==> src/rtl/tdm_rx_pkg.sv <==
package tdm_rx_pkg;
  localparam int unsigned SLOTS     = 8;
  localparam int unsigned SLOT_BITS = 32;
  localparam int unsigned WORD_W    = 24;

  // Length code to number of kept bits (16/18/20/24).
  function automatic int unsigned kept_bits(input logic [1:0] code);
    case (code)
      2'd0:    return 16;
      2'd1:    return 18;
      2'd2:    return 20;
      default: return 24;
    endcase
  endfunction

  // True when slot bit position pos is inside the kept length.
  function automatic logic bit_kept(input int unsigned pos, input logic [1:0] code);
    return pos < kept_bits(code);
  endfunction
endpackage

==> src/rtl/tdm_sync_tracker.sv <==
module tdm_sync_tracker #(
  parameter int unsigned FRAME_BITS = 256,
  localparam int unsigned CNT_W = $clog2(FRAME_BITS)
) (
  input  logic             clk,
  input  logic             rst_n,
  input  logic             fsync,
  output logic             sync_hit,
  output logic             sync_err,
  output logic             locked,
  output logic [CNT_W-1:0] bit_idx,
  output logic             frame_last,
  output logic             frame_err
);
  localparam logic [CNT_W-1:0] LAST = CNT_W'(FRAME_BITS - 1);

  logic fsync_q;

  assign sync_hit   = fsync & ~fsync_q;
  assign sync_err   = sync_hit & locked & (bit_idx != LAST);
  assign frame_last = locked & (bit_idx == LAST);

  always_ff @(posedge clk) begin
    if (!rst_n) begin
      fsync_q   <= 1'b0;
      locked    <= 1'b0;
      bit_idx   <= '0;
      frame_err <= 1'b0;
    end else begin
      fsync_q <= fsync;
      if (sync_err) frame_err <= 1'b1;
      if (sync_hit) begin
        locked  <= 1'b1;
        bit_idx <= '0;
      end else if (locked) begin
        bit_idx <= bit_idx + 1'b1;
      end
    end
  end
endmodule

==> src/rtl/tdm_slot_shifter.sv <==
module tdm_slot_shifter
  import tdm_rx_pkg::*;
#(
  parameter int unsigned SLOT_W = 32,
  parameter int unsigned WORD_B = 24,
  localparam int unsigned POS_W = $clog2(SLOT_W)
) (
  input  logic              clk,
  input  logic              rst_n,
  input  logic              en,
  input  logic [POS_W-1:0]  pos,
  input  logic [1:0]        word_len,
  input  logic              sdata,
  output logic [WORD_B-1:0] acc_next
);
  logic [WORD_B-1:0] acc;
  int idx;

  always_comb begin
    acc_next = (pos == '0) ? '0 : acc;
    idx = int'(WORD_B) - 1 - int'(pos);
    if (bit_kept(int'(pos), word_len) && idx >= 0) acc_next[idx] = sdata;
  end

  always_ff @(posedge clk) begin
    if (!rst_n)  acc <= '0;
    else if (en) acc <= acc_next;
  end
endmodule

==> src/rtl/tdm_frame_store.sv <==
module tdm_frame_store #(
  parameter int unsigned NSLOT  = 8,
  parameter int unsigned SLOT_W = 32,
  parameter int unsigned WORD_B = 24,
  localparam int unsigned POS_W = $clog2(SLOT_W),
  localparam int unsigned SEL_W = $clog2(NSLOT)
) (
  input  logic                    clk,
  input  logic                    rst_n,
  input  logic                    en,
  input  logic [SEL_W-1:0]        slot,
  input  logic [POS_W-1:0]        pos,
  input  logic [WORD_B-1:0]       acc_next,
  input  logic                    frame_last,
  output logic [NSLOT*WORD_B-1:0] samples,
  output logic                    frame_done
);
  localparam logic [POS_W-1:0] POS_LAST = POS_W'(SLOT_W - 1);

  logic slot_end;
  assign slot_end = en & (pos == POS_LAST);

  always_ff @(posedge clk) begin
    if (!rst_n) frame_done <= 1'b0;
    else        frame_done <= frame_last;
  end

  for (genvar k = 0; k < NSLOT; k++) begin : g_word
    if (k < NSLOT - 1) begin : g_staged
      logic [WORD_B-1:0] stage;
      always_ff @(posedge clk) begin
        if (!rst_n) begin
          stage <= '0;
          samples[k*WORD_B +: WORD_B] <= '0;
        end else begin
          if (slot_end && slot == SEL_W'(k)) stage <= acc_next;
          if (frame_last) samples[k*WORD_B +: WORD_B] <= stage;
        end
      end
    end else begin : g_direct
      always_ff @(posedge clk) begin
        if (!rst_n)          samples[k*WORD_B +: WORD_B] <= '0;
        else if (frame_last) samples[k*WORD_B +: WORD_B] <= acc_next;
      end
    end
  end
endmodule

==> src/rtl/tdm_frame_rx.sv <==
module tdm_frame_rx
  import tdm_rx_pkg::*;
#(
  parameter int unsigned NSLOT  = SLOTS,
  parameter int unsigned SLOT_W = SLOT_BITS,
  parameter int unsigned WORD_B = WORD_W,
  localparam int unsigned FRAME_BITS = NSLOT * SLOT_W,
  localparam int unsigned CNT_W = $clog2(FRAME_BITS),
  localparam int unsigned POS_W = $clog2(SLOT_W),
  localparam int unsigned SEL_W = $clog2(NSLOT)
) (
  input  logic                    clk,
  input  logic                    rst_n,
  input  logic                    fsync,
  input  logic                    sdata,
  input  logic [1:0]              word_len,
  output logic [NSLOT*WORD_B-1:0] samples,
  output logic                    frame_done,
  output logic                    frame_err
);
  logic             sync_hit, sync_err, locked, frame_last;
  logic [CNT_W-1:0] bit_idx;
  logic [WORD_B-1:0] acc_next;
  logic [POS_W-1:0] pos;
  logic [SEL_W-1:0] slot;

  assign pos  = bit_idx[POS_W-1:0];
  assign slot = bit_idx[CNT_W-1:POS_W];

  tdm_sync_tracker #(.FRAME_BITS(FRAME_BITS)) u_sync (
    .clk, .rst_n, .fsync, .sync_hit, .sync_err, .locked,
    .bit_idx, .frame_last, .frame_err
  );

  tdm_slot_shifter #(.SLOT_W(SLOT_W), .WORD_B(WORD_B)) u_shift (
    .clk, .rst_n, .en(locked), .pos, .word_len, .sdata, .acc_next
  );

  tdm_frame_store #(.NSLOT(NSLOT), .SLOT_W(SLOT_W), .WORD_B(WORD_B)) u_store (
    .clk, .rst_n, .en(locked), .slot, .pos, .acc_next,
    .frame_last, .samples, .frame_done
  );
endmodule

==> config.mk <==
export PLATFORM = sky130hd
export DESIGN_NAME = tdm_frame_rx
export DESIGN_NICKNAME = d
export VERILOG_FILES = /design/src/rtl/tdm_rx_pkg.sv /design/src/rtl/tdm_sync_tracker.sv /design/src/rtl/tdm_slot_shifter.sv /design/src/rtl/tdm_frame_store.sv /design/src/rtl/tdm_frame_rx.sv
export SDC_FILE = /design/constraint.sdc
export NUM_CORES = 1
export LEC_CHECK = 0
export BUFFER_PORTS_ARGS = -buffer_cell sky130_fd_sc_hd__buf_2
export CAP_MARGIN = 20
export CORE_MARGIN = 1
export CORE_UTILIZATION = 50
export CTS_BUF_LIST = sky130_fd_sc_hd__clkbuf_8
export CTS_CLUSTER_SIZE = 14
export DETAILED_ROUTE_END_ITERATION = 10
export PLACE_DENSITY = 0.68
export SLEW_MARGIN = 20
export SYNTH_ARGS = -nofsm -noshare
export SYNTH_HDL_FRONTEND = slang
export SYNTH_HIERARCHICAL = 1
export SYNTH_SLANG_ARGS = --single-unit
==> constraint.sdc <==
create_clock -name clk -period 3.1 [get_ports clk]
set_clock_uncertainty 0.2 [all_clocks]
set_input_delay 0.465 -clock clk [delete_from_list [all_inputs] [get_ports clk]]
set_output_delay 0.465 -clock clk [all_outputs]
set_load 0.1 [all_outputs]
# == Word-level counts from Yosys, hierarchy flattened ==
# Cells that the tools add are included.
# W data, S select, Z words.
# totals
ff_bits,396
word_cells,64
inputBits,6
# classes
mux,6
bitwise,7
order_cmp,4
reduce_logical,13
add_sub_neg,2
eq_ne,11
# op_table
cell,n
$ge A32 B1 Y1 const B,2
$mux W24,2
$lt A32 B7 Y1 const B,1
$bwmux W24,1
$pmux W4 S3,1
$eq A3 B3 Y1 const B,3
$logic_and A1 B1 Y1,9
$add A8 B1 Y8 const B,1
$eq A8 B8 Y1 const B,1
$ne A8 B8 Y1 const B,1
$eq A3 B2 Y1 const B,2
$sub A5 B5 Y6 const A,1
$and A1 B1 Y1,5
$demux W1 S5,1
$eq A5 B5 Y1 const B,1
$logic_not A5 Y1,1
$lt A5 B5 Y1,1
$eq A3 B1 Y1 const B,1
$logic_not A3 Y1,1
$eq A2 B1 Y1 const B,1
$eq A2 B2 Y1 const B,1
$logic_not A2 Y1,1
$not A1 Y1,2
$reduce_or A2 Y1,1
$mux W1,1

# == Depth between registers and ports, before layout ==
# Gate-level depths: netlist of the first run.
# logic_depth
depth_word,7
depth_mapped,9

# == By module ==
# The synthesis of the first run kept the hierarchy.
# by_module_without_submodules
mod,seq_area_each_um2,instances,area_each_um2,cells_per_inst
tdm_frame_store,7226.9,1,13391.6,1198
tdm_slot_shifter,480.5,1,1654.1,224
tdm_sync_tracker,220.2,1,455.4,49

# == Worst setup path after synthesis of the first run ==
# OpenSTA, ideal clock, no wires.
# synth_timing
path_type,input port to flip-flop
start,in word_len[1]
end,reg u_store.g_word[0].g_staged.stage[7]
path_stages,8
setup_time_ps,72
required_time_ps,2828
slack_ps,859
arrival_time_ps,1969
path_cell_list,nand2_1 ha_1 a21oi_1 o211ai_1 or4_1 o21ai_0 nand2_1 mux2i_1
# synth_via
elab_chain_cells,5
elab_cells_between_ends,7
cone_classes,order compare (1); eq/ne (2); mux (2); reduce/logical (2)
# synth_rtl
element,line,source
start: declaration,tdm_frame_rx.sv:16,"input logic [1:0] word_len,"
$eq A2 B2 Y1 (tied with other cells),tdm_rx_pkg.sv:8,case (code)
$pmux W4 S3 *,tdm_rx_pkg.sv:8,
$lt A5 B5 Y1 *,tdm_rx_pkg.sv:18,return pos < kept_bits(code);
$logic_and A1 B1 Y1 *,tdm_slot_shifter.sv:22,"if (bit_kept(int'(pos), word_len) && idx >= 0) acc_next[idx] = sdata;"
$mux W24 *,tdm_slot_shifter.sv:22,
via acc_next[7],tdm_frame_rx.sv:23,logic [WORD_B-1:0] acc_next;
end signal: assignment,tdm_frame_store.sv:36,if (slot_end && slot == SEL_W'(k)) stage <= acc_next;
end: declaration,tdm_frame_store.sv:30,logic [WORD_B-1:0] stage;
# The timed path passes the listed nets; every way through them passes the cells marked *.
# A chain may end at the register's enable or synchronous reset.

# == Worst setup path in the final report of the first run ==
# layout_timing
start,reg u_sync.bit_idx[1]
end,reg u_store.samples[61]
# layout_via
elab_chain_cells,2
# layout_rtl
element,line,source
start: declaration,tdm_sync_tracker.sv:11,"output logic [CNT_W-1:0] bit_idx,"
start signal: assignment,tdm_sync_tracker.sv:36,bit_idx <= bit_idx + 1'b1;
$eq A8 B8 Y1,tdm_sync_tracker.sv:21,assign frame_last = locked & (bit_idx == LAST);
$and A1 B1 Y1,tdm_sync_tracker.sv:21,
via frame_last,tdm_frame_rx.sv:21,"logic sync_hit, sync_err, locked, frame_last;"
end signal: indexed assignment,tdm_frame_store.sv:37,if (frame_last) samples[k*WORD_B +: WORD_B] <= stage;
end: declaration,tdm_frame_store.sv:15,"output logic [NSLOT*WORD_B-1:0] samples,"
# The timed path passes the listed nets, and every way through them passes these cells.

==> results of run 1 <==
[layout by cell type (no fill, tap or decap), drive strengths merged, types with 11 or more instances in the layout]
master	instances
o21ai	26
buf	232
inv	39
clkbuf	74
nand2	239
nand3	27
nor2	12
a31oi	11
dfxtp	396
mux2i	365
nor2b	196
[worst paths after layout]
| path | end | cells after the start |
|---|---|---|
| setup reg to reg | u_store/samples[61] | 7 |
| setup / recovery | u_store/samples[61] | 7 |
| hold reg to reg | u_store/g_word[0].g_staged.stage[4] | 2 |
| hold / removal | u_sync/frame_err | 2 |
[power groups by stage]
stage,clock network (mW),registers [mW],logic [mW]
floorplan,0,5.23,0.179
global placement,0,5.23,0.225
detailed placement,0,5.23,0.228
CTS,4.32,5.12,0.229
global route,4.57,5.12,0.249
finish,4.21,5.12,0.229
[kinds of logic (layout without fill, tap and decap cells)]
group,after synthesis,count (layout)
fa+ha+maj,3,3
flops,396,396
xor+xnor,4,4
compound gates,77,77
simple gates,518,518
mux,365,365
buf+inv,108,353
[through the flow]
| stage | hold slack (ps) | util |
|---|---|---|
| finish | 92.3 | 0.591 |
| global route | 85.7 | 0.591 |
| CTS | 71.0 | 0.591 |
| detailed placement | 249 | 0.551 |
| global placement | 241 | 0.551 |
| floorplan | 234 | - |
[registers in the layout, summed over array words and instances (netlist names)]
name                           flops
u_sync/locked                      1
u_shift/acc                       24
u_store/samples                  192
u_sync/bit_idx                     8
u_sync/frame_err                   1
u_store/frame_done                 1
u_sync/fsync_q                     1
u_store/g_word.g_staged.stage    168
[cell type report]
| type | count | area, µm² |
|---|---|---|
| clock inverters | 40 | 184 |
| clock buffers | 74 | 1020 |
| inverters | 6 | 22.5 |
| multi-input cells | 967 | 6980 |
| fillers | 2682 | 12500 |
| flip-flops and latches | 396 | 7930 |
| repair buffers | 233 | 1400 |
| well taps | 396 | 495 |
[Yosys cell counts (2+ instances only)]
cell type,n
o211ai_1,10
ha_1,3
o21ai_0,23
a31oi_1,11
nand4_1,2
clkbuf_8,5
o21ba_2,2
nor3_1,3
dfxtp_1,396
buf_2,30
nor3b_2,3
o21a_1,2
o31ai_1,5
a211oi_1,2
inv_1,6
o41ai_2,2
or2_0,2
xor2_1,3
nor4_4,2
o21ai_1,3
a211o_1,2
and2_1,2
mux2i_1,365
clkbuf_1,40
o211a_1,4
nor3_4,5
or2_2,3
a21oi_1,6
nor2_1,11
buf_1,5
or3_1,7
nand2b_1,6
nand2_1,238
buf_6,7
nor2b_1,196
nand3_1,27
buf_4,15
[per-layer routing]
| layer | track usage | up-vias | share of wire | wire [µm] |
|---|---|---|---|---|
| met4 | 0.0687 | 0 | 0.015 | 542 |
| met1 | 0.306 | 5161 | 0.48 | 17300 |
| met5 | 0 | - | 0 | 0 |
| met2 | 0.360 | 230 | 0.46 | 16700 |
| met3 | 0.0373 | 49 | 0.041 | 1490 |
| li1 | - | 5369 | - | - |
[worst reg2reg max path, stage by stage (launching register included)]
cell and delay, ps:
dfxtp_1 700, ha_1 320, nand3_1 130, nor3_2 270, buf_4 240, buf_12 330
mux2i_1 310, nor2b_1 60
[repair_timing]
item / 4_1_cts / 5_1_grt
hold buffers: 1 / 0
endpoints found under the hold margin: 1 / 0
endpoints found under the setup margin: 0 / 0
==> results.md, run 1 <==
* Status: completed
* Total Power Consumption at 9.56 mW
* Reg2reg setup slack at 420 ps
* Grt total ovfl at 0
* Worst Hold Launch: rst_n
* Worst EP arrival at 2950 ps
* Share of layout cells above drive strength 1 at 0.198
* Max Freq at 0.374 GHz
* Critical Path Start Type: register
* Switching pwr at 2.18 mW
* DP Wirelength at 23.8 mm
* Lkg Pwr at 6.68 nW
* Starting utilization of the core area at 0.508
* Number of diodes added for antenna fixing at 0
* Slew of the pin with the lowest slew margin at 611 ps
* Top Ports at 200
* Wirelength, routed at 36.0 mm
* Adder-cell area share of the yosys netlist at 0.00242
* Data required time at the worst endpoint at 3370 ps
* Number of I/O port buffers at 199
* Nets at 1679
* Post-place instance area at 16800 µm²
* Clock net sink count at 396
* Pin count of the biggest net entering global routing at 106
* Routability congestion estimate from global placement at 0.839
* HP Class: in2reg
* Total instance count after detailed placement at 1997
* Place WS at 321 ps
* Skew-Pair Late Insertion Delay at 580 ps
* Buffer and inverter count on the worst path at 2
* Clock slew seen by the registers of the worst setup and hold paths at 60 ps
* Synthesized net count at 1480
* Top cells by area in the synthesized netlist: dfxtp_1 (51%), mux2i_1 (24%), nor2b_1 (7.9%), nand2_1 (5.8%), buf_2 (0.97%)
* Async S/R FF share, synth at 0
* Total number of yosys warnings at 6
* Number of DRC violations after detailed routing at 0
* Die Outline Area at 31700 µm²
* Distinct cells, synth at 54
* Largest driver fanout on the critical path at 52
* Vias in the first global route at 10116
* CP cell instances: ha_1, nand3_1, nor3_2, buf_4, buf_12, mux2i_1, nor2b_1
* Slew Viols, Final at 0
* Largest delay contributor family on the critical path: flip-flops
* Non-Filler Instances at 2112
* Worst path slowest cell: dfxtp_1
* Gate Count Post-Synth at 1471
* Synthesis-to-finish area growth at 16.3%
* Detailed-routing iteration count for the pre-antenna-repair pass at 5
* RSZ-0062 raised after global routing: no
* Post-Syn Area at 15500 µm²
* Basic-gate share of the synthesized area counting and, or, nand and nor cells at 0.175
* Hold violation count in the final report at 0
* Post-detailed-route count of antenna-violating nets at 0
* Pint at 7.38 mW
* Largest family of logic cells by synthesized area: multiplexers
* Part of the total power dissipated in sequential elements at 0.536
* Library cell with the largest summed area after synthesis: dfxtp_1
* Number of H-tree branching levels at 3
* Maximum ir drop on the vdd rail at 0.310 mV
* Number of enable flip-flop cells after synthesis at 0
* Global Route Usage Sum at 0.224
* Post-synthesis compound-gate area fraction at 0.0343
* TritonCTS clock tree: built
* TNS Setup at 0 ps
* Capturing element type of the critical path: register
* Final setup slack of the worst path at 425 ps
* Die Ht at 178 µm
* Part of the total power dissipated in combinational logic at 0.024
* CTS Buffer Depth at 3
* Share of Yosys cell area claimed by the top area cell type at 0.511
* Total of max-cap violations at 0
* Share of total power in the clock network at 0.440
* Worst reg2reg startpoint: u_sync/bit_idx[1]
* Total of flip-flops plus latches after synthesis at 396
* Parity-gate share of the synthesized area counting xor and xnor cells at 0.00226
* Mux contribution to synthesized area at 0.236
* Master cell of the clock root buffer: clkbuf_8
* Cell Pwr Density at 530 nW/µm²
* Top flip-flop cell by instance count after synthesis: dfxtp_1
* Core Footprint at 30500 µm²
* Number of setup violations in the final report at 0
* Count of vias placed by the detailed router at 10809
* Shortest period the worst path allows at 2680 ps
* Ratio of final minimum period to clock period at 0.863
* Delay of the slowest critical-path stage at 700 ps
* Mean cell area of the mapped netlist at 10.5 µm²
* First-iteration detailed-routing DRC count at 685
* Headroom to the max-slew limit at 0.592
* Routed length per placed instance at 17.0 µm
* Post-CTS setup buffer count at 0
* Share of the yosys chip area belonging to registers at 0.511
* Placement Rows at 64
* Antenna violations before repair at 0
* Resize count post-CTS at 0
* Average vias per placed instance at 5.12
* Non-Filler Cell Area, Final at 18000 µm²
* Launch point of the worst path: u_sync/bit_idx[1]
* Clock buffer count from CTS at 66
* Wire length of the first global-routing pass at 55.5 mm
* Die X-Extent at 178 µm
* Type of the setup path with the least slack: reg2reg
* Switching Share at 0.228
No activity file was read; power rests on OpenSTA's default activity.
==> run 2, diff against run 1 <==
--- a/config.mk
+++ b/config.mk
@@ -7,12 +7,14 @@
 export LEC_CHECK = 0
 export BUFFER_PORTS_ARGS = -buffer_cell sky130_fd_sc_hd__buf_2
 export CAP_MARGIN = 20
+export CELL_PAD_IN_SITES_DETAIL_PLACEMENT = 0
+export CELL_PAD_IN_SITES_GLOBAL_PLACEMENT = 1
 export CORE_MARGIN = 1
-export CORE_UTILIZATION = 50
+export CORE_UTILIZATION = 47
 export CTS_BUF_LIST = sky130_fd_sc_hd__clkbuf_8
 export CTS_CLUSTER_SIZE = 14
 export DETAILED_ROUTE_END_ITERATION = 10
-export PLACE_DENSITY = 0.68
+export PLACE_DENSITY = 0.79
 export SLEW_MARGIN = 20
 export SYNTH_ARGS = -nofsm -noshare
 export SYNTH_HDL_FRONTEND = slang
==> constraint.sdc (replaced) <==
create_clock -name clk -period 2.92 [get_ports clk]
set_clock_uncertainty 0.2 [all_clocks]
set_input_delay 0.438 -clock clk [delete_from_list [all_inputs] [get_ports clk]]
set_output_delay 0.438 -clock clk [all_outputs]
set_load 0.1 [all_outputs]
==> run 2 against run 1 <==
Against the previous run:
- total power rose by 5.4%
- sequential share of layout area is 0.20 points lower
- flip-flop and latch count unchanged
- hold slack worse by 3.2 ps
- critical path depth unchanged
- register-to-register slack lost 130 ps
- wire length increased by 4.6%
- final area rose by 0.46%
- die area increased by 6.3%
- critical path type unchanged
- critical endpoint is now u_store/samples[94]
==> results.md, run 2 (synthesized netlist as in run 1, its figures left out) <==
* Die Outline Area at 33700 µm²
* TNS Setup at 0 ps
* Count of vias placed by the detailed router at 10843
* Cell Pwr Density at 556 nW/µm²
* Part of the total power dissipated in combinational logic at 0.024
* Skew-Pair Late Insertion Delay at 570 ps
* Non-Filler Cell Area, Final at 18100 µm²
* Critical Path Start Type: register
* Most frequent standard cell in the layout excluding fill and tap cells: dfxtp_1
* Part of the total power dissipated in sequential elements at 0.540
* Final hold slack at 89.1 ps
* Worst Hold Launch: rst_n
* Total Power Consumption at 10.1 mW
* Number of flip-flops under the largest register name at 192
* Clock buffer count from CTS at 66
* Status: completed
* Worst EP arrival at 2860 ps
* Shortest period the worst path allows at 2620 ps
* Routability congestion estimate from global placement at 0.815
* Worst reg2reg startpoint: u_sync/bit_idx[0]
* Placement Rows at 66
* Place WS at 142 ps
* Total instance count after detailed placement at 2047
* Die Ht at 184 µm
* WHS Endpoint: u_store/g_word[6].g_staged.stage[12]
* Number of I/O port buffers at 199
* Detailed-routing iteration count for the pre-antenna-repair pass at 5
* Nets at 1683
* Largest driver fanout on the critical path at 30
* Final setup slack of the worst path at 299 ps
* Top flop regs: u_store/samples: 192 flops, u_store/g_word.g_staged.stage: 168 flops, u_shift/acc: 24 flops
* Share of layout cells above drive strength 1 at 0.200
* Register containing the most flip-flops in the final layout: u_store/samples
* Post-place instance area at 16900 µm²
* Pint at 7.81 mW
* Core Footprint at 32500 µm²
* Total of max-cap violations at 0
* Switching pwr at 2.27 mW
* Wirelength, routed at 37.6 mm
* Type of the setup path with the least slack: reg2reg
* Slew Viols, Final at 0
* Reg2reg setup slack at 300 ps
* Fillers at 2925
* TritonCTS clock tree: built
* Capturing element type of the critical path: register
* Average vias per placed instance at 5.04
* Slew of the pin with the lowest slew margin at 694 ps
* Headroom to the max-slew limit at 0.536
* Data required time at the worst endpoint at 3150 ps
* Hold violation count in the final report at 0
* Final design utilization at 0.558
* Routed length per placed instance at 17.5 µm
* Commonest cells after routing, fill and taps aside: dfxtp_1 (396), mux2i_1 (365), nand2_1 (238)
* Clock net sink count at 396
* Post-detailed-route count of antenna-violating nets at 0
* Wire length of the first global-routing pass at 57.7 mm
* Vias in the first global route at 10351
* Antenna violations before repair at 0
* Global Route Usage Sum at 0.220
* Maximum ir drop on the vdd rail at 0.269 mV
* HP Class: in2reg
* Depth of the most critical reg-to-reg path at 7
* Starting utilization of the core area at 0.478
* Cell depth of the worst min-delay path at 3
* Number of setup violations in the final report at 0
* Non-Filler Instances at 2152
* Synthesis-to-finish area growth at 16.8%
* Grt total ovfl at 0
* Max Freq at 0.381 GHz
* Master cell of the clock root buffer: clkbuf_8
* Pin count of the biggest net entering global routing at 101
* Share of total power in the clock network at 0.436
* Die X-Extent at 184 µm
* Number of H-tree branching levels at 3
* Switching Share at 0.225
* R2r endpoint: u_store/samples[94]
* Clock slew seen by the registers of the worst setup and hold paths at 60 ps
* DP Wirelength at 24.7 mm
* Total area of multi-input combinational cells at 6980 µm²
* Ratio of final minimum period to clock period at 0.898
* Sequential cell area in the final layout at 7930 µm²
* Number of DRC violations after detailed routing at 0
* Number of diodes added for antenna fixing at 0
* CTS Buffer Depth at 3
* Top Ports at 200
* RSZ-0062 raised after global routing: no
* Lkg Pwr at 6.66 nW
* First-iteration detailed-routing DRC count at 794
## run 2: cell types whose count changed in the layout (fill, tap and decap cells not counted), sizes merged
cell      change
buf           +4
clkinvlp      -1
clkinv        -1
inv           -8
## run 2: worst max-delay path by stage
stage | from | to | slack, ps | depth (start not counted)
global placement | word_len[0] | u_store/g_word[3].g_staged.stage[7] | 200 | 10
detailed placement | word_len[0] | u_store/g_word[6].g_staged.stage[7] | 140 | 10
global route | u_sync/bit_idx[0] | u_store/samples[94] | 110 | 7
finish | u_sync/bit_idx[0] | u_store/samples[94] | 300 | 7
CTS | u_sync/bit_idx[0] | u_store/samples[61] | 320 | 7
floorplan | u_sync/bit_idx[3] | u_store/g_word[0].g_staged.stage[7] | 690 | 7
## run 2: worst max-delay path, stage by stage, from the launching register on
cell and delay [ps]:
dfxtp_1 660, ha_1 310, nand3_1 140, nor3_2 340, buf_12 280, buf_12 260, mux2i_1 220, nor2b_1 70
## run 2: power groups by stage
stage	Sequential [mW]	Clock [mW]	Combinational (mW)
after global routing	5.44	4.80	0.267
after detailed placement	5.55	0	0.244
after global placement	5.55	0	0.242
after CTS	5.44	4.54	0.245
final	5.44	4.39	0.245
after floorplan	5.56	0	0.190
## run 2: repair_timing
item,in CTS,in global routing
buffers inserted,0,0
hold buffers,1,0
endpoints found under the hold margin,1,0
gates resized for setup,0,0
## run 2: layout make-up
cell class              count  area share
flip-flops and latches    396       0.438
clock buffers              74      0.0562
inverters                   6     0.00124
clock inverters            30     0.00781
repair buffers            237      0.0811
multi-input cells         967       0.385
well taps                 442      0.0305
## run 2: routing by layer
metal	wire [µm]	global-route usage	part of all wire
met3	1730	0.0414	0.046
met2	16900	0.343	0.45
met5	0	0	0
met1	18300	0.308	0.49
met4	772	0.0690	0.021
==> run 3, diff against run 2 <==
--- a/config.mk
+++ b/config.mk
@@ -5,17 +5,16 @@
 export SDC_FILE = /design/constraint.sdc
 export NUM_CORES = 1
 export LEC_CHECK = 0
-export BUFFER_PORTS_ARGS = -buffer_cell sky130_fd_sc_hd__buf_2
 export CAP_MARGIN = 20
 export CELL_PAD_IN_SITES_DETAIL_PLACEMENT = 0
 export CELL_PAD_IN_SITES_GLOBAL_PLACEMENT = 1
 export CORE_MARGIN = 1
-export CORE_UTILIZATION = 47
+export CORE_UTILIZATION = 50
 export CTS_BUF_LIST = sky130_fd_sc_hd__clkbuf_8
 export CTS_CLUSTER_SIZE = 14
 export DETAILED_ROUTE_END_ITERATION = 10
-export PLACE_DENSITY = 0.79
-export SLEW_MARGIN = 20
+export DONT_BUFFER_PORTS = 1
+export PLACE_DENSITY = 0.76
 export SYNTH_ARGS = -nofsm -noshare
 export SYNTH_HDL_FRONTEND = slang
 export SYNTH_HIERARCHICAL = 1
==> run 3 against run 2 <==
Against the previous run:
- register-to-register slack lost 150 ps
- via count increased by 4.0%
- clock-buffer cell count rose by 1
- fmax fell by 5.5%
- clock power increased by 4%
- first-iteration DRC count fell by 9.4%
- total power grew 1.5%
- final cell count down 0.51%
- sequential share of layout area decreased by 2.7 points
- global-route usage rose by 3.1 points
- non-clock buffer count rose by 30
- worst setup slack worse by 150 ps
- critical path type unchanged
- largest power group unchanged
==> results.md, run 3 (synthesized netlist as in run 1, its figures left out) <==
* Share of layout cells above drive strength 1 at 0.112
* Routed length per placed instance at 18.8 µm
* Number of diodes added for antenna fixing at 0
* CTS Buffer Depth at 3
* Pin count of the biggest net entering global routing at 208
* Depth of the most critical reg-to-reg path at 8
* TritonCTS clock tree: built
* Core Footprint at 30500 µm²
* Wire length of the first global-routing pass at 61.5 mm
* Detailed-routing iteration count for the pre-antenna-repair pass at 5
* Die X-Extent at 178 µm
* Wirelength, routed at 40.2 mm
* Skew-Pair Late Insertion Delay at 580 ps
* Top flop regs: u_store/samples: 192 flops, u_store/g_word.g_staged.stage: 168 flops, u_shift/acc: 24 flops
* Number of I/O port buffers at 0
* Number of H-tree branching levels at 3
* Synthesis-to-finish area growth at 24.4%
* Die Outline Area at 31700 µm²
* Slew Viols, Final at 0
* Number of flip-flops under the largest register name at 192
* Max Freq at 0.361 GHz
* Data required time at the worst endpoint at 3230 ps
* Capturing element type of the critical path: register
* Register containing the most flip-flops in the final layout: u_store/samples
* Maximum ir drop on the vdd rail at 0.301 mV
* Clock slew seen by the registers of the worst setup and hold paths at 60 ps
* Placement Rows at 64
* Slew of the pin with the lowest slew margin at 1060 ps
* Commonest cells after routing, fill and taps aside: dfxtp_1 (395), mux2i_1 (365), nand2_1 (238)
* First-iteration detailed-routing DRC count at 719
* Largest driver fanout on the critical path at 6
* Master cell of the clock root buffer: clkbuf_8
* Count of vias placed by the detailed router at 11281
* Status: completed
* Total of max-cap violations at 0
* Die Ht at 178 µm
* Top Ports at 200
* Critical Path Start Type: register
* Vias in the first global route at 10982
* Most frequent standard cell in the layout excluding fill and tap cells: dfxtp_1
* Cell Pwr Density at 530 nW/µm²
* Ratio of final minimum period to clock period at 0.950
* Average vias per placed instance at 5.27
* Nets at 1715
* Final design utilization at 0.632
* Shortest period the worst path allows at 2770 ps
* Clock buffer count from CTS at 68
* Hold violation count in the final report at 0
* DP Wirelength at 23.0 mm
* Routability congestion estimate from global placement at 0.816
* Clock net sink count at 396
* Non-Filler Instances at 2141
* Headroom to the max-slew limit at 0.291
* Worst EP arrival at 3090 ps
* Grt total ovfl at 0
* Starting utilization of the core area at 0.508
* Lkg Pwr at 6.15 nW
* Post-detailed-route count of antenna-violating nets at 0
* Number of setup violations in the final report at 0
* Cell depth of the worst min-delay path at 4
* Number of DRC violations after detailed routing at 0
* Antenna violations before repair at 0
* Global Route Usage Sum at 0.251
* HP Class: in2reg
* Total instance count after detailed placement at 1847
* Type of the setup path with the least slack: reg2reg
run 3: per-layer routing:
layer  track usage  part of all wire  vias up
met2         0.411              0.47      243
met5             0                 0        -
li1              -                 -     5427
met1         0.328              0.45     5558
met3        0.0556             0.055       53
met4        0.0766             0.018        0
run 3: report_power, final:
group	total (mW)	switching, mW	internal, mW
sequential	5.44	0.0149	5.42
clock	4.57	2.14	2.43
combinational	0.223	0.125	0.0985
run 3: what timing repair did:
item                                   4_1_cts  5_1_grt
resized for setup                            0        1
buffers inserted                             0        0
endpoints found under the hold margin      383        0
setup endpoints to repair                    0        3
hold buffers                               185        0
run 3: final cells by class:
cell class	instances	area, µm²
Clock inverter	34	184
Clock buffer	75	1030
Inverter	6	22.5
Tap cell	396	495
Multi-Input combinational cell	967	6980
Fill cell	2578	11200
Sequential cell	396	7930
Timing Repair Buffer	267	2650
run 3: worst max-delay path: stages (launching register included):
cell	delay, ps
dfxtp_1	320
ha_1	310
a21oi_1	200
o211ai_1	230
or4_1	530
o21ai_0	120
mux2i_1	120
nor2b_1	150
dlygate4sd3_1	550
run 3: final timing paths:
path                                           to                                  from  slack (ps)
min reg2reg  u_store/g_word[3].g_staged.stage[18]  u_store/g_word[3].g_staged.stage[18]         260
min                          u_store/samples[183]                                 sdata          40
max                          u_store/samples[175]                     u_sync/bit_idx[3]         150
max reg2reg                  u_store/samples[175]                     u_sync/bit_idx[3]         150
run 3: metrics by stage:
step                      hold WS (ps)  setup slack [ps]  TNS [ps]  cell area, µm²  power (mW)
final                             35.6               147         0           19300        10.2
after global routing              29.7            -0.608    -0.608           19300        10.7
after CTS                         3.10              61.5         0           19300        10.4
after detailed placement           247               231         0           16200        5.71
after global placement             242               310         0           16200        5.70
after floorplan                    234               685         0           15500        5.74
